==> config.mk <==
export PLATFORM = sky130hd
export DESIGN_NAME = scom_bridge
export DESIGN_NICKNAME = d
export VERILOG_FILES = /design/src/rtl/scom_bridge_pkg.sv /design/src/rtl/scom_index_map.sv /design/src/rtl/scom_intercept.sv /design/src/rtl/scom_status.sv /design/src/rtl/scom_bridge.sv
export SDC_FILE = /design/constraint.sdc
export NUM_CORES = 1
export LEC_CHECK = 0
export BUFFER_PORTS_ARGS = -buffer_cell sky130_fd_sc_hd__buf_2
export CELL_PAD_IN_SITES_DETAIL_PLACEMENT = 1
export CELL_PAD_IN_SITES_GLOBAL_PLACEMENT = 1
export CORE_MARGIN = 5
export CORE_UTILIZATION = 33
export CTS_CLUSTER_SIZE = 8
export DETAILED_ROUTE_END_ITERATION = 6
export PLACE_DENSITY_LB_ADDON = 0.1
export SLEW_MARGIN = 15
export SYNTH_ARGS = -nofsm -noshare
export SYNTH_HDL_FRONTEND = slang
export SYNTH_HIERARCHICAL = 1
export SYNTH_SLANG_ARGS = --single-unit
==> constraint.sdc <==
create_clock -name clk -period 2.5 [get_ports clk]
set_input_delay 0 -clock clk [delete_from_list [all_inputs] [get_ports clk]]
set_output_delay 0 -clock clk [all_outputs]
set_load 0.02 [all_outputs]
==> src/rtl/scom_bridge_pkg.sv <==
package scom_bridge_pkg;

  localparam int STAT_W   = 2;
  localparam int DONE_BIT = 0;
  localparam int FAIL_BIT = 1;

  typedef enum logic [2:0] {
    ST_IDLE,
    ST_LOOK,
    ST_REQ,
    ST_WAIT,
    ST_DONE
  } br_state_e;

  typedef enum logic [1:0] {
    LK_FWD,
    LK_ZERO,
    LK_CHIPID,
    LK_BAD
  } lk_kind_e;

  localparam logic [31:0] IDX_CHIPID = 32'h000F_000F;

  // link-unit indices that are answered locally both ways
  function automatic logic link_hit(input logic [31:0] i);
    return i inside {32'h0201_3028, 32'h0201_302A, 32'h0201_3801, 32'h0201_3802,
                     32'h0201_0828, 32'h0201_082A, 32'h0201_0841, 32'h0201_0842,
                     32'h0401_0828, 32'h0401_082A, 32'h0401_0841, 32'h0401_0842};
  endfunction

  // poll, reset-log and bus-unit indices shared by both directions
  function automatic logic common_hit(input logic [31:0] i);
    return i inside {32'h0102_0013, 32'h0102_0014, 32'h000F_0033, 32'h000F_0034,
                     32'h0009_0012, 32'h0009_0013, 32'h0009_0018,
                     32'h0202_0007, 32'h0202_0009, 32'h0202_000F};
  endfunction

  function automatic logic rd_zero_hit(input logic [31:0] i);
    return common_hit(i) || link_hit(i) ||
           (i inside {32'h0001_8002, 32'h0101_0C00, 32'h0101_0C03,
                      32'h0201_3F01, 32'h0201_3F05});
  endfunction

  function automatic logic wr_drop_hit(input logic [31:0] i);
    return common_hit(i) || link_hit(i) || (i == IDX_CHIPID) ||
           (i >= 32'h0101_0C00 && i <= 32'h0101_0C05);
  endfunction

  // sticky status update: clear first, then set wins
  function automatic logic [STAT_W-1:0] stat_next(input logic [STAT_W-1:0] cur,
                                                  input logic [STAT_W-1:0] clr,
                                                  input logic [STAT_W-1:0] set);
    return (cur & ~clr) | set;
  endfunction

endpackage

==> src/rtl/scom_index_map.sv <==
module scom_index_map #(
  parameter int            IDX_W     = 28,
  parameter int            IDX_SHIFT = 3,
  parameter logic [IDX_W-1:0] IDX_MASK = '1,
  localparam int           HAW       = IDX_W + IDX_SHIFT,
  localparam int           DS_AW     = IDX_W + 3
) (
  input  logic [HAW-1:0]   addr,
  output logic [IDX_W-1:0] idx,
  output logic [DS_AW-1:0] ds_addr
);

  function automatic logic [IDX_W-1:0] to_index(input logic [HAW-1:0] a);
    return a[IDX_SHIFT +: IDX_W] & IDX_MASK;
  endfunction

  logic unused_low_bits;
  assign unused_low_bits = ^addr[IDX_SHIFT-1:0];

  assign idx     = to_index(addr);
  assign ds_addr = {idx, 3'b000};

endmodule

==> src/rtl/scom_intercept.sv <==
module scom_intercept
  import scom_bridge_pkg::*;
#(
  parameter int IDX_W = 28
) (
  input  logic [IDX_W-1:0] idx,
  input  logic             is_write,
  input  logic [7:0]       be,
  output lk_kind_e         kind
);

  logic [31:0] idx32;
  logic        full_word;

  assign idx32     = 32'(idx);
  assign full_word = (be == 8'hFF);

  always_comb begin
    if (!full_word)                 kind = LK_BAD;
    else if (is_write)              kind = wr_drop_hit(idx32) ? LK_ZERO : LK_FWD;
    else if (idx32 == IDX_CHIPID)   kind = LK_CHIPID;
    else if (rd_zero_hit(idx32))    kind = LK_ZERO;
    else                            kind = LK_FWD;
  end

endmodule

==> src/rtl/scom_status.sv <==
module scom_status
  import scom_bridge_pkg::*;
(
  input  logic              clk,
  input  logic              rst_n,
  input  logic              set_done,
  input  logic              set_fail,
  input  logic              clr_valid,
  input  logic [STAT_W-1:0] clr_mask,
  output logic [STAT_W-1:0] status
);

  logic [STAT_W-1:0] set_vec;
  logic [STAT_W-1:0] clr_vec;

  always_comb begin
    set_vec           = '0;
    set_vec[DONE_BIT] = set_done;
    set_vec[FAIL_BIT] = set_fail;
    clr_vec           = clr_valid ? clr_mask : '0;
  end

  always_ff @(posedge clk or negedge rst_n) begin
    if (!rst_n) status <= '0;
    else        status <= stat_next(status, clr_vec, set_vec);
  end

endmodule

==> src/rtl/scom_bridge.sv <==
module scom_bridge
  import scom_bridge_pkg::*;
#(
  parameter int               IDX_W     = 28,
  parameter int               IDX_SHIFT = 3,
  parameter logic [IDX_W-1:0] IDX_MASK  = '1,
  parameter logic [63:0]      CHIP_ID   = 64'h0000_0000_0000_00D1
) (
  input  logic                       clk,
  input  logic                       rst_n,
  input  logic                       host_valid,
  input  logic                       host_write,
  input  logic [IDX_W+IDX_SHIFT-1:0] host_addr,
  input  logic [7:0]                 host_be,
  input  logic [63:0]                host_wdata,
  output logic                       host_ready,
  output logic [63:0]                host_rdata,
  output logic                       ds_req_valid,
  input  logic                       ds_req_ready,
  output logic [IDX_W+2:0]           ds_req_addr,
  output logic                       ds_req_we,
  output logic [63:0]                ds_req_wdata,
  input  logic                       ds_rsp_valid,
  input  logic [63:0]                ds_rsp_rdata,
  input  logic                       ds_rsp_err,
  input  logic                       stat_clr_valid,
  input  logic [1:0]                 stat_clr_mask,
  output logic [1:0]                 status
);

  localparam int HAW   = IDX_W + IDX_SHIFT;
  localparam int DS_AW = IDX_W + 3;

  br_state_e        st_q;
  logic [HAW-1:0]   addr_q;
  logic             write_q;
  logic [7:0]       be_q;
  logic [63:0]      wdata_q;
  logic [63:0]      rsp_data_q;
  logic             rsp_err_q;

  logic [IDX_W-1:0] idx;
  logic [DS_AW-1:0] ds_addr;
  lk_kind_e         kind;

  // named internal events for the checker
  logic             evt_local;
  logic             evt_done;
  logic             evt_fail;
  logic             fwd_wait;

  scom_index_map #(
    .IDX_W     (IDX_W),
    .IDX_SHIFT (IDX_SHIFT),
    .IDX_MASK  (IDX_MASK)
  ) map_i (
    .addr    (addr_q),
    .idx     (idx),
    .ds_addr (ds_addr)
  );

  scom_intercept #(
    .IDX_W (IDX_W)
  ) icpt_i (
    .idx      (idx),
    .is_write (write_q),
    .be       (be_q),
    .kind     (kind)
  );

  assign evt_local = (st_q == ST_LOOK) && (kind != LK_FWD);
  assign evt_done  = evt_local || (st_q == ST_DONE);
  assign evt_fail  = (evt_local && kind == LK_BAD) || ((st_q == ST_DONE) && rsp_err_q);
  assign fwd_wait  = (st_q == ST_WAIT);

  scom_status stat_i (
    .clk       (clk),
    .rst_n     (rst_n),
    .set_done  (evt_done),
    .set_fail  (evt_fail),
    .clr_valid (stat_clr_valid),
    .clr_mask  (stat_clr_mask),
    .status    (status)
  );

  always_ff @(posedge clk or negedge rst_n) begin
    if (!rst_n) begin
      st_q       <= ST_IDLE;
      addr_q     <= '0;
      write_q    <= 1'b0;
      be_q       <= '0;
      wdata_q    <= '0;
      rsp_data_q <= '0;
      rsp_err_q  <= 1'b0;
    end else begin
      unique case (st_q)
        ST_IDLE: if (host_valid) begin
          addr_q  <= host_addr;
          write_q <= host_write;
          be_q    <= host_be;
          wdata_q <= host_wdata;
          st_q    <= ST_LOOK;
        end
        ST_LOOK: st_q <= (kind == LK_FWD) ? ST_REQ : ST_IDLE;
        ST_REQ:  if (ds_req_ready) st_q <= ST_WAIT;
        ST_WAIT: if (ds_rsp_valid) begin
          rsp_data_q <= ds_rsp_rdata;
          rsp_err_q  <= ds_rsp_err;
          st_q       <= ST_DONE;
        end
        ST_DONE: st_q <= ST_IDLE;
        default: st_q <= ST_IDLE;
      endcase
    end
  end

  always_comb begin
    host_rdata = '0;
    if (evt_local && kind == LK_CHIPID)
      host_rdata = CHIP_ID;
    else if (st_q == ST_DONE && !write_q && !rsp_err_q)
      host_rdata = rsp_data_q;
  end

  assign host_ready   = evt_done;
  assign ds_req_valid = (st_q == ST_REQ);
  assign ds_req_addr  = ds_addr;
  assign ds_req_we    = write_q;
  assign ds_req_wdata = wdata_q;

endmodule

==> metrics.md, run 1 <==
| Metric | Value |
|---|---|
| CTS Buf Count | 17 |
| Gr usage total | 0.195 |
| Largest net degree at the start of global routing | 102 |
| Die ar. | 27,000 um^2 |
| Setup TNS | -2.30 ns |
| Synthesized cell area | 7860 um^2 |
| Initial antenna violation count | 0 |
| Number of cells on the worst reg-to-reg path | 11 |
| Synth warn | 6 |
| Critical path arrival | 2.95 ns |
| Starting density of the core | 0.335 |
| WL/cell | 18.8 um |
| Worst setup margin | -0.448 ns |
| Row count | 56 |
| Worst setup path category | reg -> out |
| Lkg Pwr | 5.98 nW |
| Remaining antenna violation count | 0 |
| Crit share post-route | 1.18 |
| Tot Pwr | 12.8 mW |
| Syn Area/Cell | 13.1 um^2 |
| Vias in the first global route | 7,630 |
| Worst r2r src | addr_q[9] |
| Dpl hpwl | 17,900 um |
| R2r setup slk | -0.06 ns |
| Core area | 23,500 um^2 |
| Peak supply drop | 0.624 mV |
| Worst stage delay on the critical path | 0.53 ns |
| Clock tree buffer depth | 2 |
| Clock Latency Late Sink | 0.43 ns |
| Critical Path RT | 2.50 ns |
| Rel. slew slack | 0.560 |
| Min Hold Slack | 0.129 ns |
| Clock Sinks | 171 |
| RD Place Congestion | 0.821 |
| P&R area growth vs syn | 53.4% |
| TritonRoute pass-1 iters | 4 |
| Worst path cell trace | or4_4 > or3_4 > or4_4 > o211ai_2 > a41oi_2 > o21ai_2 > nor2_1 > and3_4 > a21o_1 > buf_6 |
| Fin. max-slew vios | 0 |
| RSZ-0062 raised after global routing | true |
| Worst Setup Start Kind | flip-flop |
| Critical path's slowest cell | or4_4 |
| Most used cell, CP | or4_4 |
| Drt total wl | 26,300 um |
| Nets | 1,238 |
| Failing checks | negative setup slack |
| Die width | 164 um |
| Buffers on Ports | 334 |
| H-tree Lvls | 4 |
| Hold Fails Final Rpt | 0 |
| Vias per inst | 4.69 |
| Status | finished, violations left |
| GRT Residual Overflow | 0 |
| Layout cells sized above 1 | 0.496 |
| First-pass GRT wire length | 41,200 um |
| Final setup violation count | 8 |
| Initial drt markers | 233 |
| Hold Path Class | in -> async |
| Maximum Capacitance Violations | 0 |
| CTS tree | done |
| IO Pins | 341 |
| CP Max Fanout | 4 |
| Post-synthesis cell count | 599 |
| Critical Path Sink Type | output pin |
| Max Clock Freq | 339 MHz |
| Layout Utilization | 0.514 |
| Pwr Density | 1060 nW/um^2 |
| DRC violations left | 0 |
| FF-to-FF End | st_q[1] |
| Worst slew pin tran | 0.660 ns |
| Die height | 164 um |
| Reg clk slew, reported paths | 0.08 ns |
| Worst clock skew | 0.0160 ns |
| Clock period minus worst slack | 2.95 ns |
| DR vias | 6,537 |
| Root buf cell | clkbuf_16 |
-- power breakdown --
part           total (mW)  switching (mW)  internal (mW)
clock                2.79            1.26           1.54
combinational        4.99            2.73           2.26
sequential           5.03           0.885           4.14
total                12.8            4.87           7.95
-- stage by stage --
step | cells | setup slack [ns] | cell area, um^2
after global placement | 1186 | -0.115 | 9610
after floorplan | 601 | -0.169 | 7880
final | 1395 | -0.448 | 12100
after CTS | 1393 | -0.469 | 12000
after global routing | 1393 | -0.573 | 12100
after detailed placement | 1186 | -0.172 | 9610
-- routing by layer --
metal	share of wire	track usage	wire length, um	vias up
li1	-	-	-	3004
met3	0.052	0.0514	1370	41
met4	0.024	0.0652	634	0
met5	0	0	0	-
met2	0.55	0.363	14600	182
met1	0.37	0.215	9720	3310
-- sequential cells by signal, summed over array words and instances (netlist names) --
signal,flops
ds_req_we,1
stat_i/status,2
rsp_data_q,64
ds_req_wdata,64
st_q,3
be_q,8
rsp_err_q,1
addr_q,28
-- placed cells by master (no fill, tap or decap), types with 3 or more instances in the layout --
cell type and count:
a21o_1 6, and3_1 60, buf_12 5, buf_2 328, buf_4 22, buf_6 7, clkbuf_16 17, conb_1 3
dfrtp_1 171, dlygate4sd3_1 174, inv_1 3, inv_6 6, inv_8 4, mux2_1 46, mux2_2 120, nand2_1 11
nand4_1 8, nand4b_1 3, nor2_1 13, nor4_1 7, o21ai_0 4
-- final cells by class --
type / count / area, um^2
Antenna cell: 2 / 5.00
Tap cell: 319 / 399
Timing Repair Buffer: 536 / 3730
Multi-Input combinational cell: 332 / 3020
Clock inverter: 15 / 195
Sequential cell: 171 / 4280
Inverter: 3 / 11.3
Fill cell: 2506 / 11400
Clock buffer: 17 / 425
-- worst max-delay path by stage --
stage,from,end,slack [ns],cells after the start
global route,addr_q[9],host_rdata[7],-0.57,11
CTS,addr_q[9],host_rdata[0],-0.47,10
detailed placement,addr_q[10],host_rdata[0],-0.17,10
floorplan,addr_q[10],stat_i/status[0],-0.17,10
global placement,addr_q[10],host_rdata[7],-0.12,10
finish,addr_q[9],host_rdata[7],-0.45,10
-- worst max-delay path, delay by kind of cell, from the launching register on --
family | cells | cell delay, ns
flops | 1 | 0.38
simple gates | 5 | 1.61
buf+inv | 1 | 0.13
compound gates | 4 | 0.42
-- repair_timing --
action,in CTS,in global routing
endpoints found under the setup margin,8,8
setup buffers,1,0
hold buffers,174,0
gates resized for setup,15,6
pin swaps,7,2
endpoints found under the hold margin,232,0
gates cloned,0,0
Note: power is estimated with default switching activity, not from simulation.
==> run 2: changes to the inputs <==
CORE_UTILIZATION = 32   (was 33)
SYNTH_HIERARCHICAL = not set   (was 1)
==> run 2 against run 1 <==
  * Critical path depth down 3
  * Critical endpoint is now host_ready
  * Largest cell class unchanged
  * The flow still finishes with violations (negative setup slack)
  * Largest power group unchanged
  * Highest routed layer unchanged
  * Utilization rose by 1.7 points
  * First-iteration DRC count up 40%
==> metrics.md, run 2 <==
| Metric | Value |
|---|---|
| Clock period minus worst slack | 2.64 ns (-0.303 ns) |
| Lkg Pwr | 6.01 nW (+0.56%) |
| Critical Path End | host_ready |
| First-pass GRT wire length | 42,300 um (+2.7%) |
| #FFs+latches synth | 171 |
| Sw Pwr | 3.67 mW (-25%) |
| Initial drt markers | 327 (+40%) |
| Critical Path RT | 2.50 ns (about the same) |
| Remaining antenna violation count | 0 (unchanged) |
| GRT Residual Overflow | 0 (unchanged) |
| Vias in the first global route | 7,800 (+2.2%) |
| Setup TNS | -0.542 ns (+1.76 ns) |
| Max Clock Freq | 378 MHz (+11%) |
| Largest net degree at the start of global routing | 72 (-29%) |
| FF-to-FF End | st_q[1] |
| Synth top area cells | dfrtp_1 58%, mux2_2 15%, nand2_1 11% |
| Synth warn | 0 (-6) |
| Fill cells | 2,544 (+1.5%) |
| H-tree Lvls | 4 (unchanged) |
| Nets | 1,377 (+11%) |
| RD Place Congestion | 0.768 (-6.4%) |
| Worst Setup Start Kind | flip-flop |
| Die height | 162 um (-1.2%) |
| RSZ-0062 raised after global routing | true |
| Worst setup path category | reg -> out |
| Starting density of the core | 0.327 (-0.00797) |
| Initial antenna violation count | 7 (+7) |
| Synthesized cell area | 7420 um^2 (-5.6%) |
| Clock Sinks | 171 (unchanged) |
| R2r setup slk | 0.18 ns (+0.24 ns) |
| Sequential fraction of design power | 0.433 (+0.040) |
| Number of cells on the worst reg-to-reg path | 8 (-3) |
| Sw Ratio | 0.359 (-0.0210) |
| Hold Fails Final Rpt | 0 (unchanged) |
| Die ar. | 26,300 um^2 (-2.4%) |
| Worst setup margin | -0.145 ns (+0.303 ns) |
| Reg clk slew, reported paths | 0.07 ns (about the same) |
| Hold Path Class | in -> reg |
| IO Pins | 341 (unchanged) |
| Post-synth top area share | 0.576 |
| Ys async rst share | 1.00 |
| Most frequent cells in the layout | 331 x buf_2, 210 x nand2_1, 174 x dlygate4sd3_1 |
| Synth cell count leaders | 211 x nand2_1, 171 x dfrtp_1, 100 x mux2_2 |
| Die width | 162 um (-1.2%) |
| Worst r2r src | addr_q[21] |
| Post-synth cell types | 47 |
| Crit path from | addr_q[21] |
| Vias per inst | 4.64 (-1.1%) |
| CTS Buf Count | 17 (unchanged) |
| Post-synth EDFFs | 0 |
| Fin. max-slew vios | 0 (unchanged) |
| Final setup violation count | 5 (-3) |
| DR vias | 6,977 (+6.7%) |
| Gr usage total | 0.202 (+0.00722) |
| Ys flop type | dfrtp_1 |
| Status | finished, violations left |
| TritonRoute pass-1 iters | 4 (unchanged) |
| Root buf cell | clkbuf_16 |
| Critical Path Sink Type | output pin |
| Hold_sp | stat_clr_valid |
| Count leader, synth | nand2_1 |
| Maximum Capacitance Violations | 0 (unchanged) |
| Worst clock skew | 0.0139 ns (-0.00204 ns) |
| CTS tree | done |
| Rel. slew slack | 0.497 (-0.0627) |
| P_int | 6.55 mW (-18%) |
| DRC violations left | 0 (unchanged) |
| Register area share after synthesis | 0.576 |
| Clk pwr share | 0.259 (+0.041) |
| Clock tree buffer depth | 2 (unchanged) |
| Crit share post-route | 1.06 (-0.121) |
| Most common cell after layout, fill and taps aside | buf_2 |
| Layout Utilization | 0.531 (+0.0173) |
| Drt total wl | 26,800 um (+2.0%) |
| Worst slew pin tran | 0.754 ns (+0.0941 ns) |
| Combinational power share | 0.308 (-0.082) |
| CP Max Fanout | 7 (+3) |
| Syn Area/Cell | 10.9 um^2 (-17%) |
| Failing checks | negative setup slack |
| Layout cells sized above 1 | 0.431 (-0.0651) |
| Dpl hpwl | 17,800 um (-0.17%) |
| Critical path arrival | 2.64 ns (-0.31 ns) |
| Area leader, netlist | dfrtp_1 |
| Core area | 22,700 um^2 (-3.3%) |
| Setup WS pre-CTS | 0.0865 ns (+0.259 ns) |
| Post-synthesis cell count | 681 (+14%) |
| Peak supply drop | 0.559 mV (-11%) |
| Row count | 55 (-1.8%) |
| Pwr Density | 848 nW/um^2 (-20%) |
| Clock Latency Late Sink | 0.44 ns (about the same) |
| Buffers on Ports | 334 (unchanged) |
| WL/cell | 17.8 um (-5.4%) |
| P&R area growth vs syn | 62.5% |
## run 2: cells by family after synthesis
| group | Yosys count | share of synthesized area |
|---|---|---|
| other | 1 | 0.000505 |
| muxes | 103 | 0.156 |
| and+or+nand+nor | 334 | 0.213 |
| AOI/OAI and AO/OA | 23 | 0.0216 |
| buffers and inverters | 45 | 0.0281 |
| DFF | 171 | 0.576 |
| xor gates and xnor gates | 4 | 0.00472 |
## run 2: how the worst min path moves through the flow
stage                  endpoint  slack [ns]  cells after the start
3_5_place_dp         addr_q[28]        0.03                      1
3_3_place_gp         addr_q[27]        0.03                      1
6_report       stat_i.status[1]        0.03                      4
5_1_grt        stat_i.status[1]        0.05                      4
4_1_cts        stat_i.status[1]       0.005                      4
2_1_floorplan        addr_q[10]       -0.30                      0
## run 2: layout make-up
| class | count | area, um^2 | share of cell area |
|---|---|---|---|
| clock buffer | 18 | 439 | 0.0364 |
| sequential | 171 | 4280 | 0.355 |
| timing repair buffer | 538 | 3710 | 0.308 |
| inverter | 5 | 18.8 | 0.00156 |
| antenna | 7 | 17.5 | 0.00145 |
| multi-input combinational | 467 | 3090 | 0.256 |
| tap | 285 | 357 | 0.0296 |
| clock inverter | 14 | 146 | 0.0121 |
## run 2: worst max-delay path, cell delays in order (launching register included)
cell	delay, ns
dfrtp_1	0.38
or4b_4	0.54
or3b_4	0.40
a2111oi_4	0.32
o31ai_2	0.12
nand4_4	0.14
o31a_1	0.18
buf_6	0.13
## run 2: power by group through the flow
stage / clock network [mW] / logic (mW) / registers, mW
global route: 2.84 / 3.43 / 4.58
floorplan: 0 / 1.13 / 4.93
CTS: 2.75 / 3.10 / 4.38
global placement: 0 / 2.83 / 4.36
detailed placement: 0 / 2.86 / 4.43
finish: 2.65 / 3.15 / 4.42
## run 2: through the flow
step | cell area (um^2) | instances | hold WS [ns] | power (mW)
floorplan | 7430 | 683 | -0.296 | 6.05
global placement | 9520 | 1285 | 0.0308 | 7.19
detailed placement | 9520 | 1285 | 0.0318 | 7.29
CTS | 11900 | 1493 | 0.00502 | 10.2
global route | 12100 | 1505 | 0.0451 | 10.9
finish | 12100 | 1505 | 0.0326 | 10.2
## run 2: routing by layer
layer | part of all wire | global-route usage | up-vias
met5 | 0 | 0 | -
met4 | 0.028 | 0.0792 | 0
met3 | 0.067 | 0.0642 | 47
met2 | 0.52 | 0.363 | 222
met1 | 0.38 | 0.222 | 3415
li1 | - | - | 3293
## run 2: what timing repair did
| item | 4_1_cts | 5_1_grt |
|---|---|---|
| hold buffers | 174 | 0 |
| endpoints found under the hold margin | 224 | 0 |
| buffers inserted | 2 | 5 |
| endpoints found under the setup margin | 5 | 5 |
| gates resized for setup | 4 | 26 |
| pin swaps | 6 | 5 |
==> run 3: changes to the inputs <==
HOLD_SLACK_MARGIN = 0.08   (was not set)
==> run 3 against run 2 <==
  * The run still ends with negative setup slack left
  * Wire length hardly changed
  * Non-clock buffer count rose by 3
  * Die area did not move
  * Maximum frequency up 0.59%
  * Critical path depth unchanged
  * Combinational power about the same
  * Utilization rose by 0.13 points
  * Worst setup slack improved by 0.016 ns
  * Total power about the same
  * Via count decreased by 0.46%
  * Final cell count is 0.20% higher
  * Sequential power is essentially flat
  * Critical path type unchanged
  * Largest power group unchanged
  * Highest routed layer unchanged
==> metrics.md, run 3 (synthesis gave the netlist of run 2 again) <==
| Metric | Value |
|---|---|
| Vias in the first global route | 7,822 (+0.28%) |
| Hold Path Class | in -> async |
| Failing checks | negative setup slack |
| Dpl hpwl | 17,800 um (unchanged) |
| Largest net degree at the start of global routing | 72 (unchanged) |
| Drt total wl | 26,800 um (about the same) |
| Final setup violation count | 5 (unchanged) |
| Maximum Capacitance Violations | 0 (unchanged) |
| Most frequent cells in the layout | 331 x buf_2, 210 x nand2_1, 177 x dlygate4sd3_1 |
| Worst Setup Start Kind | flip-flop |
| Clock tree buffer depth | 2 (unchanged) |
| Design area | 12,100 um^2 (+0.25%) |
| Peak supply drop | 0.559 mV (about the same) |
| Die width | 162 um (unchanged) |
| Worst slew pin tran | 0.758 ns (+0.00398 ns) |
| RD Place Congestion | 0.768 (unchanged) |
| Worst stage delay on the critical path | 0.54 ns (about the same) |
| Worst setup margin | -0.129 ns (+0.0155 ns) |
| Most common cell after layout, fill and taps aside | buf_2 |
| Critical path arrival | 2.63 ns (about the same) |
| Clock Latency Late Sink | 0.44 ns (about the same) |
| Hold Fails Final Rpt | 0 (unchanged) |
| Remaining antenna violation count | 0 (unchanged) |
| Clock Sinks | 171 (unchanged) |
| Critical Path Sink Type | output pin |
| Fin. max-slew vios | 0 (unchanged) |
| Status | finished, violations left |
| CTS Buf Count | 17 (unchanged) |
| Critical path's slowest cell | or4b_4 |
| RSZ-0062 raised after global routing | true |
| Lkg Pwr | 6.02 nW (+0.14%) |
| WL/cell | 17.8 um (-0.15%) |
| CP Max Fanout | 7 (unchanged) |
| Clock period minus worst slack | 2.63 ns (-0.0155 ns) |
| P&R area growth vs syn | 62.9% |
| Critical Path RT | 2.50 ns (about the same) |
| CTS tree | done |
| Root buf cell | clkbuf_16 |
| Worst path cell trace | or4b_4 > or3b_4 > a2111oi_4 > o31ai_2 > nand4_4 > o31a_1 > buf_6 |
| Crit share post-route | 1.05 (-0.00620) |
| IO Pins | 341 (unchanged) |
| TritonRoute pass-1 iters | 4 (unchanged) |
| First-pass GRT wire length | 42,300 um (about the same) |
| Gr usage total | 0.202 (about the same) |
| Die height | 162 um (unchanged) |
| CP delay by family, top | simple AND/OR/NAND/NOR gates |
| Rel. slew slack | 0.495 (-0.00265) |
| Worst setup path category | reg -> out |
| GRT Residual Overflow | 0 (unchanged) |
| Starting density of the core | 0.327 (unchanged) |
| Vias per inst | 4.61 (-0.66%) |
| DR vias | 6,945 (-0.46%) |
| DRC violations left | 0 (unchanged) |
| Worst clock skew | 0.0130 ns (-0.000933 ns) |
| Pwr Density | 846 nW/um^2 (-0.22%) |
| H-tree Lvls | 4 (unchanged) |
| Die ar. | 26,300 um^2 (unchanged) |
| WP buf/inv | 1 (unchanged) |
| Setup WS pre-CTS | 0.0865 ns (unchanged) |
| Core area | 22,700 um^2 (unchanged) |
| Initial drt markers | 349 (+6.7%) |
| Layout cells sized above 1 | 0.430 (-0.00106) |
| Row count | 55 (unchanged) |
| Buffers on Ports | 334 (unchanged) |
| Max Clock Freq | 380 MHz (+0.59%) |
| Reg clk slew, reported paths | 0.08 ns (about the same) |
| Initial antenna violation count | 7 (unchanged) |
| Nets | 1,380 (+0.22%) |
| Placed inst area | 9520 um^2 (unchanged) |
[run 3: cell count changes in the layout (fill, tap and decap cells not counted)]
cell	change
dlygate4sd3_1	+3
[run 3: worst reg2reg max path, delay by kind of cell, from the launching register on]
family	cells	cell delay (ns)
AND/OR/NAND/NOR	3	1.08
AO/OA/AOI/OAI	3	0.50
flip-flops	1	0.38
buffers and inverters	2	0.23
[run 3: per-layer routing]
| layer | track usage | up-vias | wire length (um) |
|---|---|---|---|
| met4 | 0.0792 | 0 | 748 |
| met2 | 0.363 | 214 | 14000 |
| met5 | 0 | - | 0 |
| met3 | 0.0645 | 45 | 1740 |
| li1 | - | 3296 | - |
| met1 | 0.222 | 3390 | 10300 |
[run 3: cell type report]
cell class / instances / area, um^2
flip-flops and latches: 171 / 4280
inverters: 5 / 18.8
repair buffers: 541 / 3740
clock inverters: 14 / 146
fillers: 2544 / 10600
clock buffers: 18 / 439
well taps: 285 / 357
multi-input cells: 467 / 3090
diodes: 7 / 17.5
[run 3: final timing paths]
path	startpoint	to	slack (ns)	cells past startpoint
setup / recovery	addr_q[21]	host_ready	-0.13	7
hold / removal	rst_n	addr_q[28]	0.1	2
setup reg to reg	addr_q[21]	st_q[1]	0.20	8
hold reg to reg	rsp_data_q[16]	rsp_data_q[16]	0.47	2
max in group asynchronous	rst_n	addr_q[16]	1.55	3
min in group clk	stat_clr_valid	stat_i.status[0]	0.24	4
[run 3: timing repair]
action / 4_1_cts / 5_1_grt
hold buffers: 177 / 0
setup endpoints to repair: 5 / 5
pin swaps: 6 / 5
resized for setup: 4 / 26
endpoints found under the hold margin: 244 / 0
setup buffers: 2 / 5
[run 3: where the power goes]
group / leakage [nW] / internal [mW] / switching [mW]
sequential: 2.09 / 3.75 / 0.674
clock: 0.279 / 1.36 / 1.29
combinational: 3.66 / 1.44 / 1.71
[run 3: per-stage QoR]
step / total power [mW] / instances / hold slack (ns) / TNS (ns) / util
3_3_place_gp: 7.19 / 1285 / 0.0308 / 0 / 0.419
2_1_floorplan: 6.05 / 683 / -0.296 / 0 / -
6_report: 10.2 / 1508 / 0.0967 / -0.468 / 0.532
5_1_grt: 10.9 / 1508 / 0.144 / -1.03 / 0.532
3_5_place_dp: 7.29 / 1285 / 0.0318 / 0 / 0.419
4_1_cts: 10.2 / 1496 / 0.131 / -1.12 / 0.524
